**src/rtl/gpib_ppr_pkg.sv**
```systemverilog
package gpib_ppr_pkg;

  // Default number of bus data lines served by the unit
  localparam int unsigned DIO_LINES = 8;

  // Control inputs after synchronisation; atn sits in the LSB
  typedef struct packed {
    logic sense;
    logic srq;
    logic eoi;
    logic atn;
  } ppr_ctrl_t;

  localparam int unsigned CTRL_W = $bits(ppr_ctrl_t);

  // Poll condition: attention and end-or-identify asserted together
  function automatic logic poll_cond(input ppr_ctrl_t c);
    return c.atn & c.eoi;
  endfunction

  // Whether a true answer must be placed on the bus this cycle
  function automatic logic answer_due(input ppr_ctrl_t c);
    return poll_cond(c) & c.srq & c.sense;
  endfunction

endpackage

```
**src/rtl/gpib_ppr_sync.sv**
```systemverilog
module gpib_ppr_sync #(
  parameter int unsigned WIDTH  = 4,
  parameter int unsigned STAGES = 2
) (
  input  logic             clk,
  input  logic             rst_n,
  input  logic [WIDTH-1:0] d,
  output logic [WIDTH-1:0] q
);

  logic [WIDTH-1:0] stage_q [STAGES];

  for (genvar g = 0; g < STAGES; g++) begin : g_stage
    if (g == 0) begin : g_first
      always_ff @(posedge clk or negedge rst_n) begin
        if (!rst_n) stage_q[g] <= '0;
        else        stage_q[g] <= d;
      end
    end else begin : g_next
      always_ff @(posedge clk or negedge rst_n) begin
        if (!rst_n) stage_q[g] <= '0;
        else        stage_q[g] <= stage_q[g-1];
      end
    end
  end

  assign q = stage_q[STAGES-1];

  initial begin

    stages_min_chk: assert (STAGES >= 1);
  end

endmodule

```
**src/rtl/gpib_ppr_poll_det.sv**
```systemverilog
module gpib_ppr_poll_det
  import gpib_ppr_pkg::*;
(
  input  ppr_ctrl_t ctrl_s,
  output logic      poll_now,
  output logic      answer_now
);

  always_comb begin
    poll_now   = poll_cond(ctrl_s);
    answer_now = answer_due(ctrl_s);
  end

endmodule

```
**src/rtl/gpib_ppr_line_drv.sv**
```systemverilog
module gpib_ppr_line_drv #(
  parameter int unsigned LINES = 8,
  localparam int unsigned SEL_W = (LINES > 1) ? $clog2(LINES) : 1
) (
  input  logic             clk,
  input  logic             rst_n,
  input  logic             answer_now,
  input  logic [SEL_W-1:0] sel,
  output logic [LINES-1:0] pull
);

  logic [LINES-1:0] line_hit;
  logic [LINES-1:0] pull_q;

  for (genvar g = 0; g < LINES; g++) begin : g_line
    assign line_hit[g] = answer_now && (sel == SEL_W'(g));
  end

  always_ff @(posedge clk or negedge rst_n) begin
    if (!rst_n) pull_q <= '0;
    else        pull_q <= line_hit;
  end

  assign pull = pull_q;


  one_line_chk: assert property (@(posedge clk) disable iff (!rst_n)
    $onehot0(pull_q));


  sel_line_chk: assert property (@(posedge clk) disable iff (!rst_n)
    answer_now |=> pull_q[$past(sel)]);


  idle_release_chk: assert property (@(posedge clk) disable iff (!rst_n)
    !answer_now |=> (pull_q == '0));

endmodule

```
**src/rtl/gpib_ppr_responder.sv**
```systemverilog
module gpib_ppr_responder
  import gpib_ppr_pkg::*;
#(
  parameter int unsigned LINES       = DIO_LINES,
  parameter int unsigned SYNC_STAGES = 2,
  localparam int unsigned SEL_W = (LINES > 1) ? $clog2(LINES) : 1
) (
  input  logic             clk,
  input  logic             rst_n,
  input  logic             atn,
  input  logic             eoi,
  input  logic             srq_pending,
  input  logic [SEL_W-1:0] line_sel,
  input  logic             sense,
  output logic [LINES-1:0] dio_pull
);

  localparam int unsigned SYNC_W = CTRL_W + SEL_W;

  logic [SYNC_W-1:0] raw_vec;
  logic [SYNC_W-1:0] synced_vec;
  ppr_ctrl_t         ctrl_s;
  logic [SEL_W-1:0]  sel_s;
  logic              poll_now;
  logic              answer_now;

  assign raw_vec = {line_sel, sense, srq_pending, eoi, atn};

  gpib_ppr_sync #(
    .WIDTH  (SYNC_W),
    .STAGES (SYNC_STAGES)
  ) u_sync (
    .clk   (clk),
    .rst_n (rst_n),
    .d     (raw_vec),
    .q     (synced_vec)
  );

  assign ctrl_s = ppr_ctrl_t'(synced_vec[CTRL_W-1:0]);
  assign sel_s  = synced_vec[SYNC_W-1:CTRL_W];

  gpib_ppr_poll_det u_poll (
    .ctrl_s     (ctrl_s),
    .poll_now   (poll_now),
    .answer_now (answer_now)
  );

  gpib_ppr_line_drv #(
    .LINES (LINES)
  ) u_drv (
    .clk        (clk),
    .rst_n      (rst_n),
    .answer_now (answer_now),
    .sel        (sel_s),
    .pull       (dio_pull)
  );


  always @(posedge clk) begin
    if (!rst_n) begin
      reset_quiet_chk: assert (dio_pull == '0);
    end
  end


  no_poll_quiet_chk: assert property (@(posedge clk) disable iff (!rst_n)
    !poll_now |=> (dio_pull == '0));


  no_srq_quiet_chk: assert property (@(posedge clk) disable iff (!rst_n)
    !ctrl_s.srq |=> (dio_pull == '0));


  false_sense_chk: assert property (@(posedge clk) disable iff (!rst_n)
    !ctrl_s.sense |=> (dio_pull == '0));


  poll_drop_chk: assert property (@(posedge clk) disable iff (!rst_n)
    $fell(poll_now) |=> (dio_pull == '0));

endmodule

```
**config.mk**
```make
export PLATFORM = sky130hd
export DESIGN_NAME = gpib_ppr_responder
export DESIGN_NICKNAME = d
export VERILOG_FILES = /design/src/rtl/gpib_ppr_pkg.sv /design/src/rtl/gpib_ppr_sync.sv /design/src/rtl/gpib_ppr_poll_det.sv /design/src/rtl/gpib_ppr_line_drv.sv /design/src/rtl/gpib_ppr_responder.sv
export SDC_FILE = /design/constraint.sdc
export NUM_CORES = 1
export LEC_CHECK = 0
export ABC_AREA = 1
export CORE_AREA = 2 2 39 41
export CTS_CLUSTER_DIAMETER = 100
export CTS_CLUSTER_SIZE = 12
export DETAILED_ROUTE_END_ITERATION = 7
export DIE_AREA = 0 0 41 43
export DONT_BUFFER_PORTS = 1
export GPL_ROUTABILITY_DRIVEN = 0
export PLACE_DENSITY = 0.69
export RECOVER_POWER = 25
export SLEW_MARGIN = 20
export SYNTH_ARGS = -nofsm -noshare
export SYNTH_HDL_FRONTEND = slang
export SYNTH_HIERARCHICAL = 1
export SYNTH_SLANG_ARGS = --single-unit
```
**constraint.sdc**
```tcl
create_clock -name clk -period 1.8 [get_ports clk]
set_input_delay 0.18 -clock clk [delete_from_list [all_inputs] [get_ports clk]]
set_output_delay 0.18 -clock clk [all_outputs]
set_load 0.02 [all_outputs]
```
==> results of run 1 <==
-- layout by cell type, fill, tap and decap left out, drive strengths merged --
cell type / n
dfrtp: 22
nor2: 9
dlygate4sd3: 8
nand2: 8
clkbuf: 4
inv: 3
-- flip-flops by register name, indices dropped and copies added (netlist names) --
register	cells
u_sync/stage_q	7
u_drv/pull	8
u_sync/q	7
-- worst max-delay path by stage --
| stage | to | start | slack (ps) | cells after the start |
|---|---|---|---|---|
| detailed placement | u_drv/pull[7] | u_sync/q[0] | 940 | 4 |
| finish | u_sync/q[0] | rst_n | 810 | 1 |
| floorplan | u_drv/pull[0] | u_sync/q[0] | 980 | 5 |
| CTS | u_sync/stage_q[11] | rst_n | 740 | 1 |
| global placement | u_drv/pull[7] | u_sync/q[1] | 1020 | 4 |
| global route | u_sync/stage_q[9] | rst_n | 570 | 1 |
-- layer usage --
metal / wire length, um / up-vias
met2: 402 / 17
met3: 65 / 2
li1: - / 148
met4: 19 / 0
met5: 0 / -
met1: 288 / 148
-- per-stage QoR --
step / hold slack (ps) / std cells / power, mW
6_report: 358 / 70 / 0.805
5_1_grt: 366 / 70 / 0.838
4_1_cts: 360 / 70 / 0.814
3_5_place_dp: -115 / 58 / 0.536
3_3_place_gp: -115 / 58 / 0.535
2_1_floorplan: -116 / 49 / 0.544
-- final cells by class --
cell class              count  area [um2]  area share (%)
flip-flops and latches     22         551            72.2
repair buffers              8        80.1            10.5
multi-input cells          17        63.8            8.37
clock buffers               4        36.3            4.76
well taps                  16        20.0            2.63
inverters                   3        11.3            1.48
-- power groups by stage --
stage / combinational, mW / clock (mW) / sequential (mW)
finish: 0.0299 / 0.258 / 0.517
detailed placement: 0.00810 / 0 / 0.528
global route: 0.0337 / 0.284 / 0.520
floorplan: 0.0187 / 0 / 0.525
CTS: 0.0305 / 0.265 / 0.518
global placement: 0.00760 / 0 / 0.527
==> key figures, run 1 <==
Final layout
  – Share of cells above drive strength 1: 7.41%
  – Antenna Cells: 0
  – Post-layout util: 55.1%
  – Filler instances: 117
  – Synthesis-to-layout area growth: 12.4%
  – Final nets: 64
  – Final Cell Area: 762 um2

Route
  – Number of DRC markers in iteration 0: 0
  – Final ANT Viol Nets: 0
  – DRC: 0
  – Final WL: 776 um
  – Routed vias: 315
  – WL/cell: 11.1 um
  – First drt pass iteration count: 1
  – Vias per cell: 4.50

Floorplan
  – Die width: 41 um
  – I/O Pins: 17
  – Die Span Y: 43 um
  – Die ar.: 1760 um2
  – Starting Density: 49.0%
  – Core Footprint: 1380 um2
  – Row count: 14

Worst setup path
  – Reg-to-reg slack, setup: 940 ps
  – WP buf/inv: 1
  – Reg-to-reg endpoint: u_drv/pull[7]
  – Delay-heaviest family, CP: buffers and inverters
  – Critical path class: input port to asynchronous set/reset pin
  – CP required: 2120 ps
  – Crit end category: asynchronous set/reset pin
  – Crit path DAT: 1310 ps
  – CP max stage delay: 1130 ps
  – CP max stage cell: dlygate4sd3_1
  – CP Max Fanout: 22
  – Worst Setup Start Kind: input port
  – R2R cell count: 4
  – Crit-path cells: dlygate4sd3_1
  – Reg2reg start: u_sync/q[0]

Clock network
  – Clock transition at path regs: 110 ps
  – CTS root buf: clkbuf_4
  – CTS Hold Buffers Added: 8
  – CTS sink count: 22
  – Clock Path Buffers: 2
  – H-tree Lvls: 1
  – Post-CTS setup repair buffer count: 0
  – TritonCTS buffer count: 3
  – TritonCTS clock tree: built
  – Post-CTS resize count: 0
  – Worst skew pair latency: 300 ps

Pwr
  – Seq pwr share: 64.3%
  – Combinational fraction of design power: 3.7%
  – NetSw: 0.157 mW
  – Sw Ratio: 19.5%
  – Internal: 0.648 mW
  – Leak: 0.368 nW
  – Peak supply drop: 0.000464 V
  – Power per Cell Area: 1060 nW/um2
  – Clk network pwr share: 32.0%

Placement
  – Area post-placement: 646 um2
  – HPWL after detailed placement: 496 um
  – Port buffer count: 0
  – Dpl ws: 940 ps

Global route
  – Vias in the first global route: 318
  – Total congestion overflow: 0
  – Met2 GRT Util: 18.4%
  – Initial antenna violation count: 0
  – Wire length of the first global-routing pass: 1.20 mm
  – Largest net degree at the start of global routing: 23
  – GRT Total Usage: 11.1%
  – Met3 Use GR: 3.14%
  – Met1 usage: 9.78%
  – GR peak layer: met2

STA
  – Min cycle time layout: 990 ps
  – Sum Neg Setup Slack: 0 ps
  – Slew Limit Fails: 0
  – Worst Max-Slew Pin Slew: 901 ps
  – Slew HR: 39.7%
  – Fin crit share: 55.0%
  – Final Hold Vio Count: 0
  – Setup Skew: 3.40 ps
  – Final setup violation count: 0
  – Final worst slack: 810 ps
  – RSZ-0062 raised after global routing: false
  – Max frequency: 1010 MHz

Hold path
  – Cell count of the worst hold path: 0
  – Hold crit path type: flop to flop
  – Hold path startpoint: u_sync/stage_q[8]
  – Min-Delay Endpoint: u_sync/q[1]

Yosys
  – Synth Net Count: 58
  – Mean post-synth cell area: 13.8 um2
  – Mapped Area: 678 um2
  – Mapped Cells: 49
  – Synth warnings: 6

Outcome
  – Status: finished, final reports clean

Run
  – Maxcap violations: 0
Note: power is estimated with default switching activity, not from simulation.
==> inputs of run 2 (changes only) <==
--- a/config.mk
+++ b/config.mk
@@ -5,15 +5,15 @@
 export SDC_FILE = /design/constraint.sdc
 export NUM_CORES = 1
 export LEC_CHECK = 0
-export ABC_AREA = 1
-export CORE_AREA = 2 2 39 41
+export ABC_AREA = 0
+export CORE_MARGIN = 1.5
+export CORE_UTILIZATION = 55
 export CTS_CLUSTER_DIAMETER = 100
 export CTS_CLUSTER_SIZE = 12
 export DETAILED_ROUTE_END_ITERATION = 7
-export DIE_AREA = 0 0 41 43
 export DONT_BUFFER_PORTS = 1
 export GPL_ROUTABILITY_DRIVEN = 0
-export PLACE_DENSITY = 0.69
+export PLACE_DENSITY = 0.73
 export RECOVER_POWER = 25
 export SLEW_MARGIN = 20
 export SYNTH_ARGS = -nofsm -noshare
==> constraint.sdc (replaced) <==
create_clock -name clk -period 1 [get_ports clk]
set_input_delay 0.1 -clock clk [delete_from_list [all_inputs] [get_ports clk]]
set_output_delay 0.1 -clock clk [all_outputs]
set_load 0.02 [all_outputs]
==> key figures, run 2 <==
Outcome
  – Status: finished with violations (was finished, final reports clean)
  – Failing checks: hold timing

Global route
  – Largest net degree at the start of global routing: 23 (unchanged)
  – Total congestion overflow: 0 (unchanged)
  – Vias in the first global route: 328 (was 318)
  – GRT Total Usage: 13.4% (was 11.1%)
  – Wire length of the first global-routing pass: 1.27 mm (was 1.20 mm)
  – Initial antenna violation count: 0 (unchanged)

Final layout
  – Final nets: 53 (was 64)
  – Footprint of the multi-input gates: 108 um2 (was 63.8 um2)
  – Filler instances: 65 (was 117)
  – Share of cells above drive strength 1: 30.2% (was 7.41%)
  – Antenna Cells: 0 (unchanged)
  – Reg area: 551 um2 (unchanged)
  – Synthesis-to-layout area growth: 12.2% (was 12.4%)
  – Most common cell after layout, fill and taps aside: dfrtp_1 (unchanged)
  – Cell Count, Final, Fillers Out: 57 (was 70)
  – Most frequent cells in the layout: 22 x dfrtp_1, 7 x dlygate4sd3_1, 3 x clkbuf_4, 3 x and4b_2, 3 x and4bb_2 (was 22 x dfrtp_1, 9 x nor2_1, 8 x dlygate4sd3_1, 8 x nand2_1)
  – Max FFs per register: 8 (unchanged)
  – Final Cell Area: 795 um2 (was 762 um2)

STA
  – Min cycle time layout: 929 ps
  – Final Hold Vio Count: 13 (was 0)
  – Sum Neg Setup Slack: 0 ps (unchanged)
  – Slew Limit Fails: 0 (unchanged)
  – Max frequency: 1080 MHz
  – Hold Slack: -1.64 ps (was 358 ps)
  – Final setup violation count: 0 (unchanged)
  – Worst Max-Slew Pin Slew: 907 ps (was 901 ps)
  – Setup Skew: 1.85 ps (was 3.40 ps)
  – Fin crit share: 92.9%
  – RSZ-0062 raised after global routing: false (unchanged)
  – Final worst slack: 71.1 ps (was 810 ps)
  – Slew HR: 39.5% (was 39.7%)

Clock network
  – CTS sink count: 22 (unchanged)
  – H-tree Lvls: 1 (unchanged)
  – CTS root buf: clkbuf_4 (unchanged)
  – Post-CTS setup repair buffer count: 0 (unchanged)
  – Clock transition at path regs: 110 ps (about the same)
  – Worst skew pair latency: 290 ps (was 300 ps)
  – TritonCTS buffer count: 3 (unchanged)
  – Clock Path Buffers: 2 (unchanged)
  – TritonCTS clock tree: built (unchanged)

Route
  – Final WL: 755 um (was 776 um)
  – DRC: 0 (unchanged)
  – Final ANT Viol Nets: 0 (unchanged)
  – Number of DRC markers in iteration 0: 1 (was 0)
  – First drt pass iteration count: 2 (was 1)
  – WL/cell: 13.2 um (was 11.1 um)
  – Routed vias: 315 (unchanged)
  – Vias per cell: 5.53 (was 4.50)

Worst setup path
  – Worst Setup SP: u_sync/q[2] (was rst_n)
  – Crit path DAT: 1120 ps (was 1310 ps)
  – Crit end category: flop (was asynchronous set/reset pin)
  – Critical path class: flop to flop (was input port to asynchronous set/reset pin)
  – R2R cell count: 2 (was 4)
  – CP required: 1190 ps (was 2120 ps)
  – CP Max Fanout: 8 (was 22)
  – Reg2reg start: u_sync/q[2] (was u_sync/q[0])
  – Worst Setup Start Kind: flop (was input port)

Yosys
  – Mapped Area: 708 um2 (was 678 um2)
  – Mean post-synth cell area: 18.6 um2 (was 13.8 um2)
  – Mapped Cells: 38 (was 49)
  – Synth Net Count: 47 (was 58)
  – Synth warnings: 6 (unchanged)

Run
  – Maxcap violations: 0 (unchanged)

Pwr
  – Sw Ratio: 18.8% (was 19.5%)
  – Seq pwr share: 65.1% (was 64.3%)
  – Peak supply drop: 0.00113 V (was 0.000464 V)
  – Internal: 1.17 mW (was 0.648 mW)
  – Leak: 0.375 nW (was 0.368 nW)
  – Clk network pwr share: 31.5% (was 32.0%)
  – Combinational fraction of design power: 3.4% (was 3.7%)
  – NetSw: 0.270 mW (was 0.157 mW)
  – Power per Cell Area: 1810 nW/um2 (was 1060 nW/um2)

Floorplan
  – Die ar.: 1510 um2 (was 1760 um2)
  – Die width: 38.9 um (was 41 um)
  – I/O Pins: 17 (unchanged)
  – Starting Density: 61.3% (was 49.0%)
  – Core Footprint: 1160 um2 (was 1380 um2)
  – Row count: 12 (was 14)
  – Die Span Y: 38.9 um (was 43 um)

Hold path
  – Hold crit path type: input port to asynchronous set/reset pin (was flop to flop)

Placement
  – Dpl ws: 85.6 ps (was 940 ps)
  – Placed insts: 45 (was 58)
  – Area post-placement: 676 um2 (was 646 um2)
  – Port buffer count: 0 (unchanged)
  – HPWL after detailed placement: 510 um (was 496 um)
==> run 2: cell type report <==
type                    count  share of cell area, %
flip-flops and latches     22                   69.3
multi-input cells           9                   13.5
repair buffers              8                   10.4
clock buffers               4                   4.57
well taps                  14                   2.20
==> run 2: timing repair <==
| action | in CTS | in global routing |
|---|---|---|
| setup endpoints to repair | 0 | 22 |
| hold buffers | 8 | 0 |
| hold endpoints to repair | 29 | 0 |
| resized for setup | 0 | 1 |
==> run 2: worst paths after layout <==
path | end | slack [ps]
min reg2reg | u_sync/q[6] | 360
max | u_drv/pull[2] | 70
max reg2reg | u_drv/pull[2] | 70
min | u_drv/pull[6] | -2
min in group clk | u_sync/stage_q[12] | 350
max in group asynchronous | u_sync/q[3] | 450
==> run 2: routing by layer <==
metal  track usage, %  part of all wire (%)
met5                0                     0
met4             7.76                  0.53
met3             3.47                   5.7
met2             25.0                    57
met1             12.8                    37
==> run 2: critical path: stages, from the launching register on <==
cell and delay [ps]:
dfrtp_1 380, and4_4 210, and4bb_2 240
==> run 2: power by group through the flow <==
stage	logic (mW)	registers, mW	clock network, mW
after floorplan	0.0349	0.945	0
after global placement	0.00901	0.954	0
after detailed placement	0.00935	0.957	0
after CTS	0.0492	0.939	0.475
after global routing	0.0548	0.943	0.513
final	0.0490	0.938	0.453
==> run 2: through the flow <==
step | power [mW] | utilization, %
3_3_place_gp | 0.963 | 58.4
3_5_place_dp | 0.966 | 58.4
2_1_floorplan | 0.980 | -
4_1_cts | 1.46 | 68.5
6_report | 1.44 | 68.7
5_1_grt | 1.51 | 68.7
==> inputs of run 3 (changes only) <==
--- a/config.mk
+++ b/config.mk
@@ -7,13 +7,13 @@
 export LEC_CHECK = 0
 export ABC_AREA = 0
 export CORE_MARGIN = 1.5
-export CORE_UTILIZATION = 55
+export CORE_UTILIZATION = 53
 export CTS_CLUSTER_DIAMETER = 100
 export CTS_CLUSTER_SIZE = 12
 export DETAILED_ROUTE_END_ITERATION = 7
 export DONT_BUFFER_PORTS = 1
 export GPL_ROUTABILITY_DRIVEN = 0
-export PLACE_DENSITY = 0.73
+export PLACE_DENSITY = 0.71
 export RECOVER_POWER = 25
 export SLEW_MARGIN = 20
 export SYNTH_ARGS = -nofsm -noshare
==> key figures, run 3 (synthesis gave the netlist of run 2 again) <==
Pwr
  – Power per Cell Area: 2020 nW/um2 (was 1810 nW/um2)
  – Peak supply drop: 0.00127 V (was 0.00113 V)
  – Leak: 0.382 nW (was 0.375 nW)

Route
  – Final WL: 805 um (was 755 um)
  – Vias per cell: 5.33 (was 5.53)
  – Final ANT Viol Nets: 0 (unchanged)
  – WL/cell: 14.1 um (was 13.2 um)
  – DRC: 0 (unchanged)
  – Routed vias: 304 (was 315)
  – First drt pass iteration count: 2 (unchanged)
  – Number of DRC markers in iteration 0: 3 (was 1)

Worst setup path
  – Worst Setup Start Kind: flop (unchanged)
  – CP Max Fanout: 8 (unchanged)
  – Reg-to-reg endpoint: u_drv/pull[6] (was u_drv/pull[2])
  – Crit end category: flop (unchanged)
  – CP required: 1200 ps (was 1190 ps)
  – Reg2reg start: u_sync/q[2] (unchanged)
  – Crit path DAT: 1120 ps (about the same)
  – Reg-to-reg slack, setup: 70 ps (about the same)
  – R2R cell count: 2 (unchanged)
  – Critical path class: flop to flop (unchanged)

Global route
  – Total congestion overflow: 0 (unchanged)
  – Wire length of the first global-routing pass: 1.37 mm (was 1.27 mm)
  – Vias in the first global route: 315 (was 328)
  – GRT Total Usage: 14.0% (was 13.4%)
  – Initial antenna violation count: 0 (unchanged)
  – Largest net degree at the start of global routing: 23 (unchanged)

STA
  – Hold Slack: -7.92 ps (was -1.64 ps)
  – Final Hold Vio Count: 21 (was 13)
  – Max frequency: 1080 MHz (about the same)
  – Final worst slack: 71.5 ps (was 71.1 ps)
  – Min cycle time layout: 928 ps (was 929 ps)
  – Slew Limit Fails: 0 (unchanged)
  – Final setup violation count: 0 (unchanged)
  – Slew HR: 39.3% (was 39.5%)
  – Setup Skew: 4.85 ps (was 1.85 ps)
  – Fin crit share: 92.8% (was 92.9%)
  – Worst Max-Slew Pin Slew: 911 ps (was 907 ps)
  – RSZ-0062 raised after global routing: false (unchanged)
  – Sum Neg Setup Slack: 0 ps (unchanged)

Floorplan
  – Core Footprint: 1170 um2 (was 1160 um2)
  – Die Span Y: 39.6 um (was 38.9 um)
  – Die ar.: 1560 um2 (was 1510 um2)
  – Die width: 39.6 um (was 38.9 um)
  – Starting Density: 60.5% (was 61.3%)
  – Row count: 12 (unchanged)
  – I/O Pins: 17 (unchanged)

Clock network
  – CTS root buf: clkbuf_4 (unchanged)
  – Clock Path Buffers: 2 (unchanged)
  – H-tree Lvls: 1 (unchanged)
  – Post-CTS setup repair buffer count: 0 (unchanged)
  – Clock transition at path regs: 110 ps (about the same)
  – TritonCTS clock tree: built (unchanged)
  – Worst skew pair latency: 290 ps (about the same)
  – CTS sink count: 22 (unchanged)
  – TritonCTS buffer count: 3 (unchanged)

Final layout
  – Synthesis-to-layout area growth: 14.5% (was 12.2%)
  – Antenna Cells: 0 (unchanged)
  – Final nets: 53 (unchanged)
  – Most common cell after layout, fill and taps aside: dfrtp_1 (unchanged)
  – Max FFs per register: 8 (unchanged)
  – Most frequent cells in the layout: 22 x dfrtp_1, 7 x dlygate4sd3_1, 3 x clkbuf_4, 3 x and4b_2, 3 x and4bb_2 (unchanged)
  – Share of cells above drive strength 1: 30.2% (unchanged)

Hold path
  – Hold crit path type: input port to asynchronous set/reset pin (unchanged)

Run
  – Maxcap violations: 0 (unchanged)

Outcome
  – Failing checks: hold timing (unchanged)
  – Status: finished with violations (unchanged)

Placement
  – Dpl ws: 83.3 ps (was 85.6 ps)
  – HPWL after detailed placement: 534 um (was 510 um)
  – Port buffer count: 0 (unchanged)
==> run 3: repair_timing <==
| action | CTS | global route |
|---|---|---|
| setup endpoints to repair | 0 | 22 |
| hold buffers | 8 | 0 |
| gates resized for setup | 0 | 1 |
| hold endpoints to repair | 29 | 0 |
==> run 3: where the power goes <==
group | internal, mW | total (mW) | switching, mW
clock network | 0.405 | 0.650 | 0.245
registers | 0.919 | 0.939 | 0.0197
logic | 0.0286 | 0.0491 | 0.0205
total | 1.35 | 1.64 | 0.285
==> run 3: cell type report <==
| type | instances | area [um2] |
|---|---|---|
| clock inverter | 1 | 30.0 |
| timing repair buffer | 8 | 82.6 |
| fill | 70 | 360 |
| clock buffer | 3 | 22.5 |
| tap | 14 | 17.5 |
| multi-input combinational | 9 | 108 |
| sequential | 22 | 551 |
==> run 3: worst max-delay path: stages (launching register included) <==
cell	delay, ps
dfrtp_1	380
and4_4	210
and4b_2	240
==> run 3: how the worst max path moves through the flow <==
stage	from	to	slack, ps
2_1_floorplan	u_sync/q[2]	u_drv/pull[3]	10
3_3_place_gp	u_sync/q[2]	u_drv/pull[3]	110
3_5_place_dp	u_sync/q[2]	u_drv/pull[6]	80
4_1_cts	rst_n	u_sync/stage_q[11]	20
5_1_grt	u_sync/q[3]	u_drv/pull[3]	50
6_report	u_sync/q[2]	u_drv/pull[6]	70
==> run 3: layer usage <==
layer / track usage (%) / routed length (um)
met4: 5.17 / 0
met5: 0 / 0
met1: 16.2 / 345
met2: 23.4 / 403
met3: 5.11 / 56
==> run 3: metrics by stage <==
step	util, %	total power [mW]	std cells	area [um2]	hold WS [ps]
3_3_place_gp	57.7	0.963	45	676	-195
5_1_grt	69.2	1.70	57	811	65.7
4_1_cts	69.0	1.65	57	808	341
2_1_floorplan	-	0.980	38	711	-196
3_5_place_dp	57.7	0.967	45	676	-195
6_report	69.2	1.64	57	811	-7.92
